--- src/rtl/i2c_mem_pkg.sv ---
package i2c_mem_pkg;
  localparam int MEM_AW = 8;
  localparam int BYTE_W = 8;
  localparam int STRAP_W = 6;

  typedef enum logic [3:0] {
    ST_IDLE, ST_DEV, ST_DEV_ACK, ST_WADDR, ST_WADDR_ACK,
    ST_WDATA, ST_WDATA_ACK, ST_RDATA, ST_RACK
  } bus_st_e;

  typedef enum logic [1:0] {CM_IDLE, CM_DRAIN, CM_WAIT} cm_st_e;
endpackage

--- src/rtl/i2c_line_sync.sv ---
module i2c_line_sync #(
  parameter int STAGES = 2
) (
  input  logic clk_i,
  input  logic rst_ni,
  input  logic scl_i,
  input  logic sda_i,
  output logic scl_o,
  output logic sda_o,
  output logic scl_rise_o,
  output logic scl_fall_o,
  output logic start_o,
  output logic stop_o
);
  logic [STAGES-1:0] scl_ff, sda_ff;
  logic scl_d, sda_d;

  always_ff @(posedge clk_i or negedge rst_ni) begin
    if (!rst_ni) begin
      scl_ff <= '1;
      sda_ff <= '1;
      scl_d  <= 1'b1;
      sda_d  <= 1'b1;
    end else begin
      scl_ff <= {scl_ff[STAGES-2:0], scl_i};
      sda_ff <= {sda_ff[STAGES-2:0], sda_i};
      scl_d  <= scl_ff[STAGES-1];
      sda_d  <= sda_ff[STAGES-1];
    end
  end

  assign scl_o      = scl_ff[STAGES-1];
  assign sda_o      = sda_ff[STAGES-1];
  assign scl_rise_o = scl_o & ~scl_d;
  assign scl_fall_o = ~scl_o & scl_d;
  assign start_o    = scl_o & scl_d & sda_d & ~sda_o;
  assign stop_o     = scl_o & scl_d & ~sda_d & sda_o;
endmodule

--- src/rtl/i2c_mem_fsm.sv ---
module i2c_mem_fsm
  import i2c_mem_pkg::*;
#(
  parameter int PAGE_W = 4
) (
  input  logic                 clk_i,
  input  logic                 rst_ni,
  input  logic                 start_i,
  input  logic                 stop_i,
  input  logic                 scl_rise_i,
  input  logic                 scl_fall_i,
  input  logic                 sda_i,
  input  logic [STRAP_W-1:0]   strap_i,
  input  logic                 busy_i,
  input  logic [BYTE_W-1:0]    rdata_i,
  output logic [MEM_AW-1:0]    ptr_o,
  output logic                 sda_pd_o,
  output logic                 push_o,
  output logic [PAGE_W-1:0]    push_idx_o,
  output logic [MEM_AW-PAGE_W-1:0] push_base_o,
  output logic [BYTE_W-1:0]    push_data_o
);
  bus_st_e st_q;
  logic [3:0] cnt_q;
  logic [BYTE_W-1:0] sh_q, tx_q;
  logic rw_q, nack_q;

  always_ff @(posedge clk_i or negedge rst_ni) begin
    if (!rst_ni) begin
      st_q <= ST_IDLE;  cnt_q <= '0;  sh_q <= '0;  tx_q <= '0;
      ptr_o <= '0;  sda_pd_o <= 1'b0;  rw_q <= 1'b0;  nack_q <= 1'b0;
      push_o <= 1'b0;  push_idx_o <= '0;  push_base_o <= '0;  push_data_o <= '0;
    end else begin
      push_o <= 1'b0;
      if (start_i) begin
        st_q <= ST_DEV;  cnt_q <= '0;  sda_pd_o <= 1'b0;
      end else if (stop_i) begin
        st_q <= ST_IDLE;  sda_pd_o <= 1'b0;
      end else if (scl_rise_i) begin
        case (st_q)
          ST_DEV, ST_WADDR, ST_WDATA: begin
            sh_q  <= {sh_q[BYTE_W-2:0], sda_i};
            cnt_q <= cnt_q + 4'd1;
          end
          ST_RACK: nack_q <= sda_i;
          default: ;
        endcase
      end else if (scl_fall_i) begin
        case (st_q)
          ST_DEV: if (cnt_q == 4'd8) begin
            if (sh_q[7] && sh_q[6:1] == strap_i && !busy_i) begin
              st_q <= ST_DEV_ACK;  sda_pd_o <= 1'b1;  rw_q <= sh_q[0];
            end else st_q <= ST_IDLE;
          end
          ST_WADDR: if (cnt_q == 4'd8) begin
            ptr_o <= sh_q;  st_q <= ST_WADDR_ACK;  sda_pd_o <= 1'b1;
          end
          ST_WDATA: if (cnt_q == 4'd8) begin
            push_o      <= 1'b1;
            push_data_o <= sh_q;
            push_idx_o  <= ptr_o[PAGE_W-1:0];
            push_base_o <= ptr_o[MEM_AW-1:PAGE_W];
            // page roll-over: only the low bits advance
            ptr_o <= {ptr_o[MEM_AW-1:PAGE_W], ptr_o[PAGE_W-1:0] + 1'b1};
            st_q  <= ST_WDATA_ACK;  sda_pd_o <= 1'b1;
          end
          ST_DEV_ACK: begin
            if (rw_q) begin
              tx_q <= {rdata_i[6:0], 1'b0};  sda_pd_o <= ~rdata_i[7];
              cnt_q <= 4'd1;  st_q <= ST_RDATA;
            end else begin
              st_q <= ST_WADDR;  sda_pd_o <= 1'b0;  cnt_q <= '0;
            end
          end
          ST_WADDR_ACK, ST_WDATA_ACK: begin
            st_q <= ST_WDATA;  sda_pd_o <= 1'b0;  cnt_q <= '0;
          end
          ST_RDATA: begin
            if (cnt_q == 4'd8) begin
              sda_pd_o <= 1'b0;  st_q <= ST_RACK;  ptr_o <= ptr_o + 1'b1;
            end else begin
              sda_pd_o <= ~tx_q[7];  tx_q <= {tx_q[6:0], 1'b0};
              cnt_q <= cnt_q + 4'd1;
            end
          end
          ST_RACK: begin
            if (nack_q) st_q <= ST_IDLE;
            else begin
              tx_q <= {rdata_i[6:0], 1'b0};  sda_pd_o <= ~rdata_i[7];
              cnt_q <= 4'd1;  st_q <= ST_RDATA;
            end
          end
          default: ;
        endcase
      end
    end
  end
endmodule

--- src/rtl/i2c_page_commit.sv ---
module i2c_page_commit
  import i2c_mem_pkg::*;
#(
  parameter int PAGE_W    = 4,
  parameter int WR_CYCLES = 500_000
) (
  input  logic                     clk_i,
  input  logic                     rst_ni,
  input  logic                     clear_i,
  input  logic                     stop_i,
  input  logic                     push_i,
  input  logic [PAGE_W-1:0]        push_idx_i,
  input  logic [MEM_AW-PAGE_W-1:0] push_base_i,
  input  logic [BYTE_W-1:0]        push_data_i,
  output logic                     busy_o,
  output logic                     we_o,
  output logic [MEM_AW-1:0]        waddr_o,
  output logic [BYTE_W-1:0]        wdata_o
);
  localparam int PAGE  = 1 << PAGE_W;
  localparam int WCW   = $clog2(WR_CYCLES + 1);
  localparam logic [PAGE_W-1:0] LAST = PAGE_W'(PAGE - 1);
  localparam logic [WCW-1:0]    WEND = WCW'(WR_CYCLES - 1);

  cm_st_e st_q;
  logic [BYTE_W-1:0] page_q [PAGE];
  logic [PAGE-1:0] vld_q;
  logic [MEM_AW-PAGE_W-1:0] base_q;
  logic [PAGE_W-1:0] idx_q;
  logic [WCW-1:0] wcnt_q;

  always_ff @(posedge clk_i or negedge rst_ni) begin
    if (!rst_ni) begin
      st_q <= CM_IDLE;  vld_q <= '0;  base_q <= '0;  idx_q <= '0;  wcnt_q <= '0;
      we_o <= 1'b0;  waddr_o <= '0;  wdata_o <= '0;
      for (int i = 0; i < PAGE; i++) page_q[i] <= '0;
    end else begin
      we_o <= 1'b0;
      case (st_q)
        CM_IDLE: begin
          if (push_i) begin
            page_q[push_idx_i] <= push_data_i;
            vld_q[push_idx_i]  <= 1'b1;
            base_q             <= push_base_i;
          end else if (clear_i) begin
            vld_q <= '0;
          end else if (stop_i && |vld_q) begin
            st_q <= CM_DRAIN;  idx_q <= '0;
          end
        end
        CM_DRAIN: begin
          we_o    <= vld_q[idx_q];
          waddr_o <= {base_q, idx_q};
          wdata_o <= page_q[idx_q];
          idx_q   <= idx_q + 1'b1;
          if (idx_q == LAST) begin
            st_q <= CM_WAIT;  wcnt_q <= '0;  vld_q <= '0;
          end
        end
        default: begin
          wcnt_q <= wcnt_q + 1'b1;
          if (wcnt_q == WEND) st_q <= CM_IDLE;
        end
      endcase
    end
  end

  assign busy_o = (st_q != CM_IDLE);
endmodule

--- src/rtl/i2c_mem_slave.sv ---
module i2c_mem_slave
  import i2c_mem_pkg::*;
#(
  parameter int PAGE_W      = 4,
  parameter int WR_CYCLES   = 500_000,
  parameter int SYNC_STAGES = 2
) (
  input  logic              clk_i,
  input  logic              rst_ni,
  input  logic              scl_i,
  input  logic              sda_i,
  input  logic [5:0]        strap_i,
  output logic              sda_pd_o,
  output logic [7:0]        mem_raddr_o,
  input  logic [7:0]        mem_rdata_i,
  output logic              mem_we_o,
  output logic [7:0]        mem_waddr_o,
  output logic [7:0]        mem_wdata_o,
  output logic              busy_o
);
  logic scl_s, sda_s, scl_rise, scl_fall, start_s, stop_s;
  logic push;
  logic [PAGE_W-1:0] push_idx;
  logic [MEM_AW-PAGE_W-1:0] push_base;
  logic [BYTE_W-1:0] push_data;

  i2c_line_sync #(.STAGES(SYNC_STAGES)) u_sync (
    .clk_i, .rst_ni, .scl_i, .sda_i,
    .scl_o(scl_s), .sda_o(sda_s), .scl_rise_o(scl_rise), .scl_fall_o(scl_fall),
    .start_o(start_s), .stop_o(stop_s)
  );

  i2c_mem_fsm #(.PAGE_W(PAGE_W)) u_fsm (
    .clk_i, .rst_ni, .start_i(start_s), .stop_i(stop_s),
    .scl_rise_i(scl_rise), .scl_fall_i(scl_fall), .sda_i(sda_s),
    .strap_i, .busy_i(busy_o), .rdata_i(mem_rdata_i),
    .ptr_o(mem_raddr_o), .sda_pd_o,
    .push_o(push), .push_idx_o(push_idx), .push_base_o(push_base), .push_data_o(push_data)
  );

  i2c_page_commit #(.PAGE_W(PAGE_W), .WR_CYCLES(WR_CYCLES)) u_commit (
    .clk_i, .rst_ni, .clear_i(start_s), .stop_i(stop_s),
    .push_i(push), .push_idx_i(push_idx), .push_base_i(push_base), .push_data_i(push_data),
    .busy_o, .we_o(mem_we_o), .waddr_o(mem_waddr_o), .wdata_o(mem_wdata_o)
  );
endmodule

--- config.mk ---
export PLATFORM = sky130hd
export DESIGN_NAME = i2c_mem_slave
export DESIGN_NICKNAME = d
export VERILOG_FILES = /design/src/rtl/i2c_mem_pkg.sv /design/src/rtl/i2c_line_sync.sv /design/src/rtl/i2c_mem_fsm.sv /design/src/rtl/i2c_page_commit.sv /design/src/rtl/i2c_mem_slave.sv
export SDC_FILE = /design/constraint.sdc
export NUM_CORES = 1
export LEC_CHECK = 0
export BUFFER_PORTS_ARGS = -buffer_cell sky130_fd_sc_hd__buf_2
export CORE_ASPECT_RATIO = 1.25
export CORE_MARGIN = 2
export CORE_UTILIZATION = 45
export DETAILED_ROUTE_END_ITERATION = 10
export GPL_TIMING_DRIVEN = 1
export MAX_ROUTING_LAYER = met4
export REMOVE_ABC_BUFFERS = 1
export SLEW_MARGIN = 10
export SYNTH_ARGS = -nofsm -noshare
export SYNTH_HDL_FRONTEND = slang
export SYNTH_HIERARCHICAL = 1
export SYNTH_SLANG_ARGS = --single-unit
--- constraint.sdc ---
create_clock -name clk_i -period 2.6 [get_ports clk_i]
set_input_delay 0.13 -clock clk_i [delete_from_list [all_inputs] [get_ports clk_i]]
set_output_delay 0.13 -clock clk_i [all_outputs]
set_load 0.01 [all_outputs]
Yosys cells after proc, flatten, opt, wreduce, memory -nomap -nowiden
Index checks and enable logic that the tools add are counted.
{"block": "classes", "n_mux": 73, "addsub": 5, "magnitude_cmp": 6, "n_reduce_logical": 37, "shift": 0, "multipliers": 0, "bitwise_logic": 21, "n_eq_ne": 36, "n_div": 0}
{"operator": "128-bit bitwise mux", "count": 1}
{"operator": "4-bit 2-to-1 mux", "count": 19}
{"operator": "8-bit 2-to-1 mux", "count": 8}
{"operator": "16-bit 2-to-1 mux", "count": 3}
{"operator": "8-bit case mux with 3 select lines", "count": 2}
{"operator": "19-bit case mux with 2 select lines", "count": 1}
{"operator": "8-bit binary-select mux with 4-bit select", "count": 1}
{"operator": "8-bit demux with 4-bit select", "count": 1}
{"operator": "16-bit case mux with 2 select lines", "count": 1}
{"operator": "4-bit case mux with 7 select lines", "count": 1}
{"operator": "8-bit AND reduction", "count": 3}
{"operator": "7-bit AND reduction", "count": 3}
{"operator": "1-bit 2-to-1 mux", "count": 20}
{"operator": "4-bit by 2-bit != test with 1-bit output (second input constant)", "count": 5}
{"operator": "19-bit by 1-bit adder with 19-bit output (second input constant)", "count": 1}
{"operator": "19-bit equality test (second input constant)", "count": 1}
{"operator": "19-bit 2-to-1 mux", "count": 1}
{"operator": "4-bit by 3-bit equality test with 1-bit output (second input constant)", "count": 4}
{"operator": "16-bit bitwise OR", "count": 1}
{"operator": "4-bit case mux with 4 select lines", "count": 1}
{"operator": "16-bit OR reduction", "count": 1}
{"operator": "3-bit nonzero test", "count": 5}
{"operator": "4-bit by 1-bit adder with 4-bit output (second input constant)", "count": 3}
{"operator": "4-bit equality test (second input constant)", "count": 3}
{"operator": "40 further kinds", "count": 88}
{"block": "word_totals", "inputBits": 18, "elab_cells": 219, "ramBits": 0, "n_memories": 0, "mem_bits_ro": 0, "ff_bits": 248, "latch_bits": 0, "out_inout_bits": 27}

Logic depth before layout (Yosys ltp)
Gate-level depths: netlist (run 1).
{"block": "logic_depth", "word_depth": 10, "depth_mapped": 9, "ltp_nobuf": 7}

By module
The synthesis (run 1) kept the hierarchy.
{"mod": "i2c_page_commit", "area_each_um2": 8658.3, "seq_area_each_um2": 4754.6, "cells_each": 656, "instances": 1}
{"mod": "i2c_mem_fsm", "area_each_um2": 2782.7, "seq_area_each_um2": 1276.2, "cells_each": 272, "instances": 1}
{"mod": "i2c_line_sync", "area_each_um2": 190.2, "seq_area_each_um2": 157.7, "cells_each": 10, "instances": 1}

Least setup slack after synthesis (run 1)
No wires, ideal clock.
{"block": "synth_path", "kind": "flip-flop to flip-flop", "start": "register u_sync.sda_ff[1]", "end": "register u_fsm.push_base_o[1]", "synth_period_minus_slack_ps": 2286, "required_time_ps": 2472, "n_path_buf": 2, "setup_time_ps": 128, "path_stages_with_launch": 8, "setup_slack_ps": 314, "arrival_time_ps": 2159, "cell_sequence": "dfstp_2 > and4b_1 > buf_2 > nor2_4 > and3_1 > nor3b_4 > buf_6 > mux2_1"}
{"block": "synth_via", "elab_chain_cells": 4, "elab_cells_between_ends": 6, "classes_between": "bitwise (5); reduce/logical (1)"}
{"element": "start, declared", "line": "i2c_line_sync.sv:15", "rtl": "logic [STAGES-1:0] scl_ff, sda_ff;"}
{"element": "start signal, assigned", "line": "i2c_line_sync.sv:26", "rtl": "sda_ff <= {sda_ff[STAGES-2:0], sda_i};"}
{"element": "1-bit NOT", "line": "i2c_line_sync.sv:36", "rtl": "assign start_o = scl_o & scl_d & sda_d & ~sda_o;"}
{"element": "1-bit AND", "line": "i2c_line_sync.sv:36"}
{"element": "named net start_s", "line": "i2c_mem_slave.sv:21", "rtl": "logic scl_s, sda_s, scl_rise, scl_fall, start_s, stop_s;"}
{"element": "1-bit NOT (no source line)"}
{"element": "6-bit AND reduction (no source line)"}
{"element": "end signal, assigned", "line": "i2c_mem_fsm.sv:62", "rtl": "push_base_o <= ptr_o[MEM_AW-1:PAGE_W];"}
{"element": "end, declared", "line": "i2c_mem_fsm.sv:20", "rtl": "output logic [MEM_AW-PAGE_W-1:0] push_base_o,"}
The timed path passes the listed nets, and every way through them passes these cells.
A chain may end at the register's enable or synchronous reset.

Worst setup path after layout (run 1)
{"block": "layout_path", "start": "register u_sync.scl_ff[1]", "end": "register u_commit.vld_q[15]"}
{"block": "layout_via", "elab_chain_cells": 5}
{"element": "start, declared", "line": "i2c_line_sync.sv:15"}
{"element": "start signal, assigned", "line": "i2c_line_sync.sv:25", "rtl": "scl_ff <= {scl_ff[STAGES-2:0], scl_i};"}
{"element": "1-bit AND (3 in series)", "line": "i2c_line_sync.sv:36"}
{"element": "named net start_s", "line": "i2c_mem_slave.sv:21"}
{"element": "3-bit != test (no source line)"}
{"element": "3-bit AND reduction (no source line)"}
{"element": "end signal, assigned", "line": "i2c_page_commit.sv:34", "rtl": "st_q <= CM_IDLE; vld_q <= '0; base_q <= '0; idx_q <= '0; wcnt_q <= '0;"}
{"element": "end signal, assigned by index", "line": "i2c_page_commit.sv:43", "rtl": "vld_q[push_idx_i] <= 1'b1;"}
{"element": "end signal, assigned", "line": "i2c_page_commit.sv:46", "rtl": "vld_q <= '0;"}
{"element": "end, declared", "line": "i2c_page_commit.sv:27", "rtl": "logic [PAGE-1:0] vld_q;"}
The timed path passes the listed nets, and every way through them passes these cells.

==> results.txt, run 1 <==
The data required time at the worst endpoint is 3.05 ns. A synthesized cell averages 12.40 um2. The signal arrival time at the worst endpoint is 2.79 ns. Yosys printed 6 warnings.

The clock tree from TritonCTS is yes. Summed over all instances, the cell type with the most area after synthesis is dfrtp_1. The area of the core region came out at ~0.025 mm2. The post-detailed-placement cell area came out at 0.01235 mm2. Traced cell by cell, the critical path runs through and4b_1, nor2_1, o22ai_1, a31oi_1, nor2_1.

The wire length the detailed router placed on met1 came out at 11.69 mm. For this run, the slowest stage of the critical path takes 0.96 ns. The run finished with clean final reports. After synthesis the netlist holds a flip-flop and latch count of roughly 250. The number of hold violations in the final report came to 0. The antenna diode count came out at 0. The HPWL reported at the end of detailed placement is between 15 and 20 mm.

The worst clock skew came out at 0.007564 ns. The remaining antenna violation count after routing is 0. In this run the clock root is driven by a clkbuf_16.

After clock tree synthesis, the setup repair step added 0 buffers. The part of the total power dissipated in combinational logic came out at 21.5%. Once the floorplan was initialized, standard cells occupied 45.99% of the core.

The number of buffers inserted by port buffering is 44. The initial antenna violation count came out at 0. The pre-CTS worst setup slack came out at 0.3346 ns.

The top flip-flop cell by instance count after synthesis is dfrtp_1. Grouping stages by cell kind, the critical path spends the most delay in compound AO/OA/AOI/OAI gates. The net switching component of the power is 3086 uW. In this run, synthesis inferred 0 flip-flops with an integrated enable. The area growth from synthesis to layout is 14.31%.

The number of buffers and inverters on the critical path is 0. Sorting the synthesized cells by area gives the leading types as dfrtp_1 52%, mux2_2 14%, mux4_2 6.6%, nand2_1 2.6%, o21ai_0 1.6%. The maximum number of pins on one net before global-route repair is slightly above 80. The library cells used most frequently in the layout, excluding fill and tap cells, are 239 x dfrtp_1, 145 x mux2_2, 82 x nand2_1, 44 x nor2_1, 43 x buf_2. The mapped netlist covers 0.01163 mm2.

The routed design uses 859 um of met3 wire. The final weighted congestion of routability-driven global placement is about 0.83. The async set-reset flop share out of synthesis came out at 100.0%. The boundary pin count is 45. In this design, the critical path's most frequently occurring cell is nor2_1. After detailed routing, the number of vias per cell comes to 5.701.

The die area is 0.02716 mm2. The worst setup path is launched from a flip-flop. The area fraction of the dominant cell type after synthesis is roughly 52%.

The proportion of layout cells with a drive suffix above 1 came out at between 30% and 40%. Among all stages on the critical path, the largest delay is contributed by o22ai_1. The sequential element share of the synthesized area came out at 53.21%. The first global-routing pass estimated 42.74 mm of wire. The min-delay analysis places its worst path in the category input pin to asynchronous set/reset pin. The number of cell instances on the worst register-to-register path came out at 5.

The part of the power in registers is 43.3%. The switching power share of the total is 29.80%. The cell row count came out at 65. The internal power of the cells came out at 7269 uW. After detailed routing, the number of remaining DRC violations is 0. The total congestion overflow after global routing is 0. The total length of routed wires came out at between 20 and 30 mm. The critical path runs through a total of 5 cells. The post-layout worst setup margin is 0.2641 ns. After detailed routing, no signal wire sits above met4.

The final-report max-slew violation count came out at 0. The net count of the finished layout is 1022. The layout filler cell count came out at 2181. The number of global-route vias before repair came to 7900. Setup repair after global routing left no endpoint under its margin. The highest clock rate is around 430 MHz. The kind of end point of the critical path is a flip-flop. The number of clock buffers added by TritonCTS is 25. The count of TritonRoute iterations in the first routing pass came out at 5. The areal power density over the cells is 778.8 mW/mm2. The setup-violating endpoint count in the final report came out at 0. The detailed router finished its first iteration with 450 violations. The post-route standard cell area excluding fillers came out at between 0.01 and 0.015 mm2. The worst pin sits at a relative slew slack of 16.90%. The level count of the clock H-tree came out at 1. After clock tree synthesis, the clock-pin slew on the worst setup and hold paths is 0.06 ns. The count of vias placed by the detailed router came out at 7713. The unique cell type count in the Yosys netlist came out at 69. The worst voltage drop across the vdd grid came out at 0.5901 mV.

The reported max-cap violation count is 0. The total met2 wirelength after detailed routing is roughly 13 mm. The share of total power dissipated in the clock network is 35.2%. For the pin with the worst max-slew slack, the measured transition is 1.247 ns.

The commonest non-fill, non-tap cell in the layout is dfrtp_1. The count of mapped cells out of synthesis came out at 938. The kind of critical path is flip-flop to flip-flop. The clock latency reported for the late side of the worst-skew pair is 0.52 ns. No sink is reached through more buffers than the 3 on the longest clock path. The per-cell routed wire length came out at around 19 um. The final period demand of the worst path came out at 2.336 ns.

The height of the die is 183.7 um. The aggregate global-route resource usage is about a fifth. The highest net fanout along the worst path came out at 16. The static leakage power came out at ~0.0063 uW. The clock drives 247 sinks. The post-route clock period utilization is 89.84%. In this run the horizontal extent of the chip is ~150 um.
==> flip-flops by register name, summed over array words and instances (netlist names), 7 cells and up <==
name,flops
u_commit/page_q,128
u_commit/wcnt_q,19
u_commit/vld_q,16
u_commit/waddr_o,8
u_commit/wdata_o,8
u_fsm/ptr_o,8
u_fsm/push_data_o,8
u_fsm/sh_q,8
u_fsm/tx_q,7
==> cells by family (layout without fill, tap and decap cells) <==
group / Yosys count / count (layout) / share of synthesized area, %
AND/OR/NAND/NOR: 250 / 250 / 11.20
flip-flops: 247 / 247 / 53.21
buffers and inverters: 67 / 147 / 2.453
XOR/XNOR: 13 / 13 / 0.9789
AO/OA/AOI/OAI: 144 / 144 / 8.003
multiplexers: 212 / 212 / 23.62
adder cells (fa/ha/maj): 5 / 5 / 0.5379
==> worst paths after layout <==
path / start / end / slack [ns]
min in group clk_i: scl_i / u_sync/scl_ff[0]$_DFF_PN1_ / 0.26
max in group asynchronous: rst_ni / u_commit/idx_q[0]$_DFFE_PN0P_ / 1.60
setup / recovery: u_sync/scl_ff[1]$_DFF_PN1_ / u_commit/vld_q[15]$_DFFE_PN0P_ / 0.26
hold / removal: rst_ni / u_commit/page_q[101]$_DFFE_PN0P_ / 0.18
hold reg to reg: u_sync/scl_ff[0]$_DFF_PN1_ / u_sync/scl_ff[1]$_DFF_PN1_ / 0.36
setup reg to reg: u_sync/scl_ff[1]$_DFF_PN1_ / u_commit/vld_q[15]$_DFFE_PN0P_ / 0.26
==> layer usage <==
layer | vias up | global-route usage (%)
met1 | 3946 | 26.39
met3 | 28 | 2.109
met5 | - | -
li1 | 3590 | -
met4 | 0 | 4.423
met2 | 149 | 33.60
==> power by group through the flow <==
stage | registers [uW] | clock network [uW] | logic [uW]
2_1_floorplan | 4740 | 0 | 1140
3_3_place_gp | 4550 | 0 | 2220
3_5_place_dp | 4560 | 0 | 2240
4_1_cts | 4490 | 3760 | 2260
5_1_grt | 4530 | 3920 | 2470
6_report | 4480 | 3650 | 2230
==> Yosys cell counts, types with 3 or more instances <==
cell	count
nor2_1	45
and2_1	3
and3_1	12
nand2b_1	7
nand4_1	8
or4_1	4
o31ai_1	5
a21oi_1	29
mux2_2	145
or3_1	9
nor3b_1	3
nor3_1	10
dfrtp_1	241
mux2_1	15
nand3_1	16
buf_1	3
o32ai_1	4
dfstp_2	6
a41o_1	4
o22ai_1	13
o21ai_0	38
buf_2	21
nand3b_1	4
and4_1	3
nand2_1	82
xnor2_1	8
a31oi_1	23
xor2_1	5
a211oi_1	4
inv_1	9
clkbuf_1	33
nor2b_1	13
ha_1	5
and4b_1	4
mux2i_1	18
nor4_1	8
or2_2	4
o211ai_1	3
mux4_2	34
==> final cells by class <==
type	instances	area, um2	share of cell area, %
Timing Repair Buffer	92	655.6	4.931
Tap cell	335	419.2	3.153
Inverter	9	33.78	0.2541
Sequential cell	247	6191	46.56
Clock buffer	36	706.9	5.317
Multi-Input combinational cell	624	5160	38.81
Clock inverter	10	128.9	0.9693
==> metrics by stage <==
| step | std cells | util [%] | hold WS (ns) | total power [uW] | setup TNS (ns) |
|---|---|---|---|---|---|
| 2_1_floorplan | 880 | - | -0.1656 | 5883 | -22.03 |
| 3_3_place_gp | 1296 | 48.83 | 0.1580 | 6776 | 0 |
| 5_1_grt | 1353 | 52.56 | 0.2208 | 10930 | 0 |
| 6_report | 1353 | 52.56 | 0.1758 | 10360 | 0 |
| 3_5_place_dp | 1296 | 48.83 | 0.1585 | 6799 | 0 |
| 4_1_cts | 1353 | 52.56 | 0.1874 | 10510 | 0 |
==> what timing repair did <==
action	4_1_cts	5_1_grt
hold buffers	11	0
resized for setup	0	0
endpoints found under the hold margin	78	0
No activity file was read; power rests on OpenSTA's default activity.
==> run 2, diff against run 1 <==
--- a/config.mk
+++ b/config.mk
@@ -12,6 +12,7 @@
 export DETAILED_ROUTE_END_ITERATION = 10
 export GPL_TIMING_DRIVEN = 1
 export MAX_ROUTING_LAYER = met4
+export PLACE_DENSITY_LB_ADDON = 0.3
 export REMOVE_ABC_BUFFERS = 1
 export SLEW_MARGIN = 10
 export SYNTH_ARGS = -nofsm -noshare
==> results.txt, run 2 (same netlist as run 1, synthesis figures left out) <==
Outcome: completed (unchanged). The cell count after placement came out at 1294 (was 1296). The clock tree from TritonCTS is yes (unchanged). The final weighted congestion of routability-driven global placement is 0.8826 (was 0.8281).

The met2 global-route usage came out at 32.37% (was 33.60%). The DRC marker count from the first detailed-route iteration is 481 (was 450). The initial antenna violation count was 0 (unchanged). The highest-utilization routing layer at the global route stage is met2 (unchanged). The via density per instance is 5.682 (was 5.701). The per-cell routed wire length is 18.64 um (was 18.82 um). Commonest cells after routing, fill and taps aside: 239 x dfrtp_1, 145 x mux2_2, 82 x nand2_1, 44 x nor2_1, 43 x buf_2 (unchanged). RSZ-0062 raised after global routing: no (unchanged). The antenna diode count is 0 (unchanged). The DRC violation count after routing is 0 (unchanged). The startpoint of the most critical setup path was u_sync/scl_d$_DFF_PN1_ (was u_sync/scl_ff[1]$_DFF_PN1_).

The final period demand of the worst path came to 2.318 ns (was 2.336 ns). The reported max-cap violation count is 0 (unchanged). The height of the die is 183.7 um (unchanged). The highest clock rate is 431.4 MHz (was 428.1 MHz). The flip-flop count of the largest register after layout came out at 128 (unchanged). The final-report max-slew violation count is 0 (unchanged). The area growth from synthesis to layout is 15.08% (was 14.31%). The signal arrival time at the worst endpoint is 2.76 ns (was 2.79 ns). The post-CTS resize count is 0 (unchanged).

The post-route clock period utilization came out at 89.16% (was 89.84%). The first-pass GRT wire length is 41.29 mm (was 42.74 mm). The actual slew at the worst max-slew pin came out at 1.184 ns (was 1.247 ns). The setup TNS after final layout was 0 ns (unchanged). The internal power of the cells came out at 7651 uW (was 7269 uW). The met1 usage came out at 25.58% (was 26.39%).

The worst clock skew is 0.006928 ns (was 0.007564 ns). The static leakage power is 0.006325 uW (was 0.006282 uW). The aggregate global-route resource usage came out at 19.42% (was 19.97%).

The number of buffers inserted by port buffering is 44 (unchanged). The number of sinks handled by clock tree synthesis is 247 (unchanged). The HPWL reported at the end of detailed placement is 16.41 mm (was 16.98 mm).

The class of the tightest hold or removal check is input pin to asynchronous set/reset pin (unchanged). The part of the total power dissipated in combinational logic came out at 21.0% (was 21.5%). The proportion of layout cells with a drive suffix above 1 came to 31.99% (was 31.83%).

The highest net fanout along the worst path is 16 (unchanged). The cell row count came to 65 (unchanged). The number of global-route vias before repair came to 7824 (was 7900).

The areal power density over the cells came out at 803.6 mW/mm2 (was 778.8 mW/mm2). The chip width came out at 147.8 um (unchanged). The maximum number of pins on one net before global-route repair is 80 (was 81). The total congestion overflow after global routing is 0 (unchanged).

The worst voltage drop across the vdd grid came out at 0.5910 mV (was 0.5901 mV). The switching power share of the total came to 28.86% (was 29.80%). The net switching component of the power came out at 3104 uW (was 3086 uW). The clock latency reported for the late side of the worst-skew pair came out at 0.52 ns (about the same). The register with the most flip-flops was u_commit/page_q (unchanged).

The routing usage on met3 is 2.233% (was 2.109%). The normalized max-slew margin came out at 21.08% (was 16.90%). The clock-pin slew reported for the worst setup and hold paths after clock tree synthesis is 0.06 ns (about the same). The level count of the clock H-tree is 1 (unchanged).

The launch point of the worst reg-to-reg path is u_sync/scl_d$_DFF_PN1_ (was u_sync/scl_ff[1]$_DFF_PN1_). The overall power after layout came out at 10760 uW (was 10360 uW). The area of the core region came out at 0.02529 mm2 (unchanged).

The type of origin of the critical path is a flip-flop (unchanged). The final layout net count came out at 1020 (was 1022). The part of the power in registers came out at 41.5% (was 43.3%).

The final design utilization came out at 52.92% (was 52.56%). The commonest non-fill, non-tap cell in the layout was dfrtp_1 (unchanged). The kind of end point of the critical path is a flip-flop (unchanged).

The remaining antenna violation count after routing is 0 (unchanged). The number of standard cells in the final layout excluding fillers came out at 1351 (was 1353). The master cell of the clock root buffer was clkbuf_16 (unchanged). The TritonCTS buffer count came out at 25 (unchanged). The initial core utilization came out at 45.99% (unchanged).

The data required time at the worst endpoint is 3.04 ns (was 3.05 ns). The boundary pin count came out at 45 (unchanged). The count of vias placed by the detailed router came out at 7677 (was 7713). The kind of critical path is flip-flop to flip-flop (unchanged). The number of post-CTS setup repair buffers is 0 (unchanged). The number of hold violations in the final report came out at 0 (unchanged). The number of buffers on the longest clock path is 3 (unchanged). The die area is 0.02716 mm2 (unchanged).

The total length of routed wires is 25.19 mm (was 25.46 mm). The count of TritonRoute iterations in the first routing pass came out at 4 (was 5). The setup-violating endpoint count in the final report is 0 (unchanged).

Largest registers ranked by flip-flop count: u_commit/page_q: 128 flops, u_commit/wcnt_q: 19 flops, u_commit/vld_q: 16 flops (unchanged). The clock network fraction of total power came to 37.5% (was 35.2%).
-- run 2: worst paths after layout --
path / to / slack, ns / cells after the start
min in group clk_i: u_sync/scl_ff[0]$_DFF_PN1_ / 0.26 / 2
max in group asynchronous: u_commit/idx_q[2]$_DFFE_PN0P_ / 1.62 / 3
min: u_commit/page_q[101]$_DFFE_PN0P_ / 0.16 / 2
max: u_commit/vld_q[7]$_DFFE_PN0P_ / 0.28 / 5
max reg2reg: u_commit/vld_q[7]$_DFFE_PN0P_ / 0.28 / 5
min reg2reg: u_sync/scl_ff[1]$_DFF_PN1_ / 0.36 / 0
-- run 2: repair_timing --
action                     in CTS  in global routing
setup endpoints to repair       0                  0
hold buffers                   11                  0
hold endpoints to repair       84                  0
-- run 2: final cells by class --
type                       instances  area, um2
timing repair buffer              90      640.6
multi-input combinational        624       5160
fill                            2145      11910
tap                              335      419.2
inverter                           9      33.78
sequential                       247       6191
clock inverter                    10      203.9
clock buffer                      36      737.0
-- run 2: critical path, stage by stage, from the launching register on --
cell and delay, ns:
dfstp_2 0.54, and4b_1 0.33, nor2_1 0.11, o22ai_1 0.91
a31oi_1 0.20, nor2_1 0.13
-- run 2: layer usage --
layer | wire length, um | part of all wire [%]
met5 | 0 | 0
met4 | 304 | 1.2
met3 | 937 | 3.7
met1 | 11360 | 45
met2 | 12590 | 50
-- run 2: power by group through the flow --
| stage | Clock (uW) | Combinational, uW | Sequential [uW] |
|---|---|---|---|
| global route | 4290 | 2470 | 4520 |
| global placement | 0 | 2230 | 4540 |
| floorplan | 0 | 1140 | 4740 |
| CTS | 4120 | 2280 | 4470 |
| finish | 4030 | 2260 | 4460 |
| detailed placement | 0 | 2260 | 4540 |
-- run 2: per-stage QoR --
step / instance area [um2] / worst slack (ns) / hold slack [ns]
2_1_floorplan: 11380 / -0.9552 / -0.1656
3_3_place_gp: 12330 / 0.3762 / 0.1599
3_5_place_dp: 12330 / 0.3325 / 0.1547
4_1_cts: 13390 / 0.3144 / 0.1936
5_1_grt: 13390 / 0.1800 / 0.2184
6_report: 13390 / 0.2818 / 0.1578
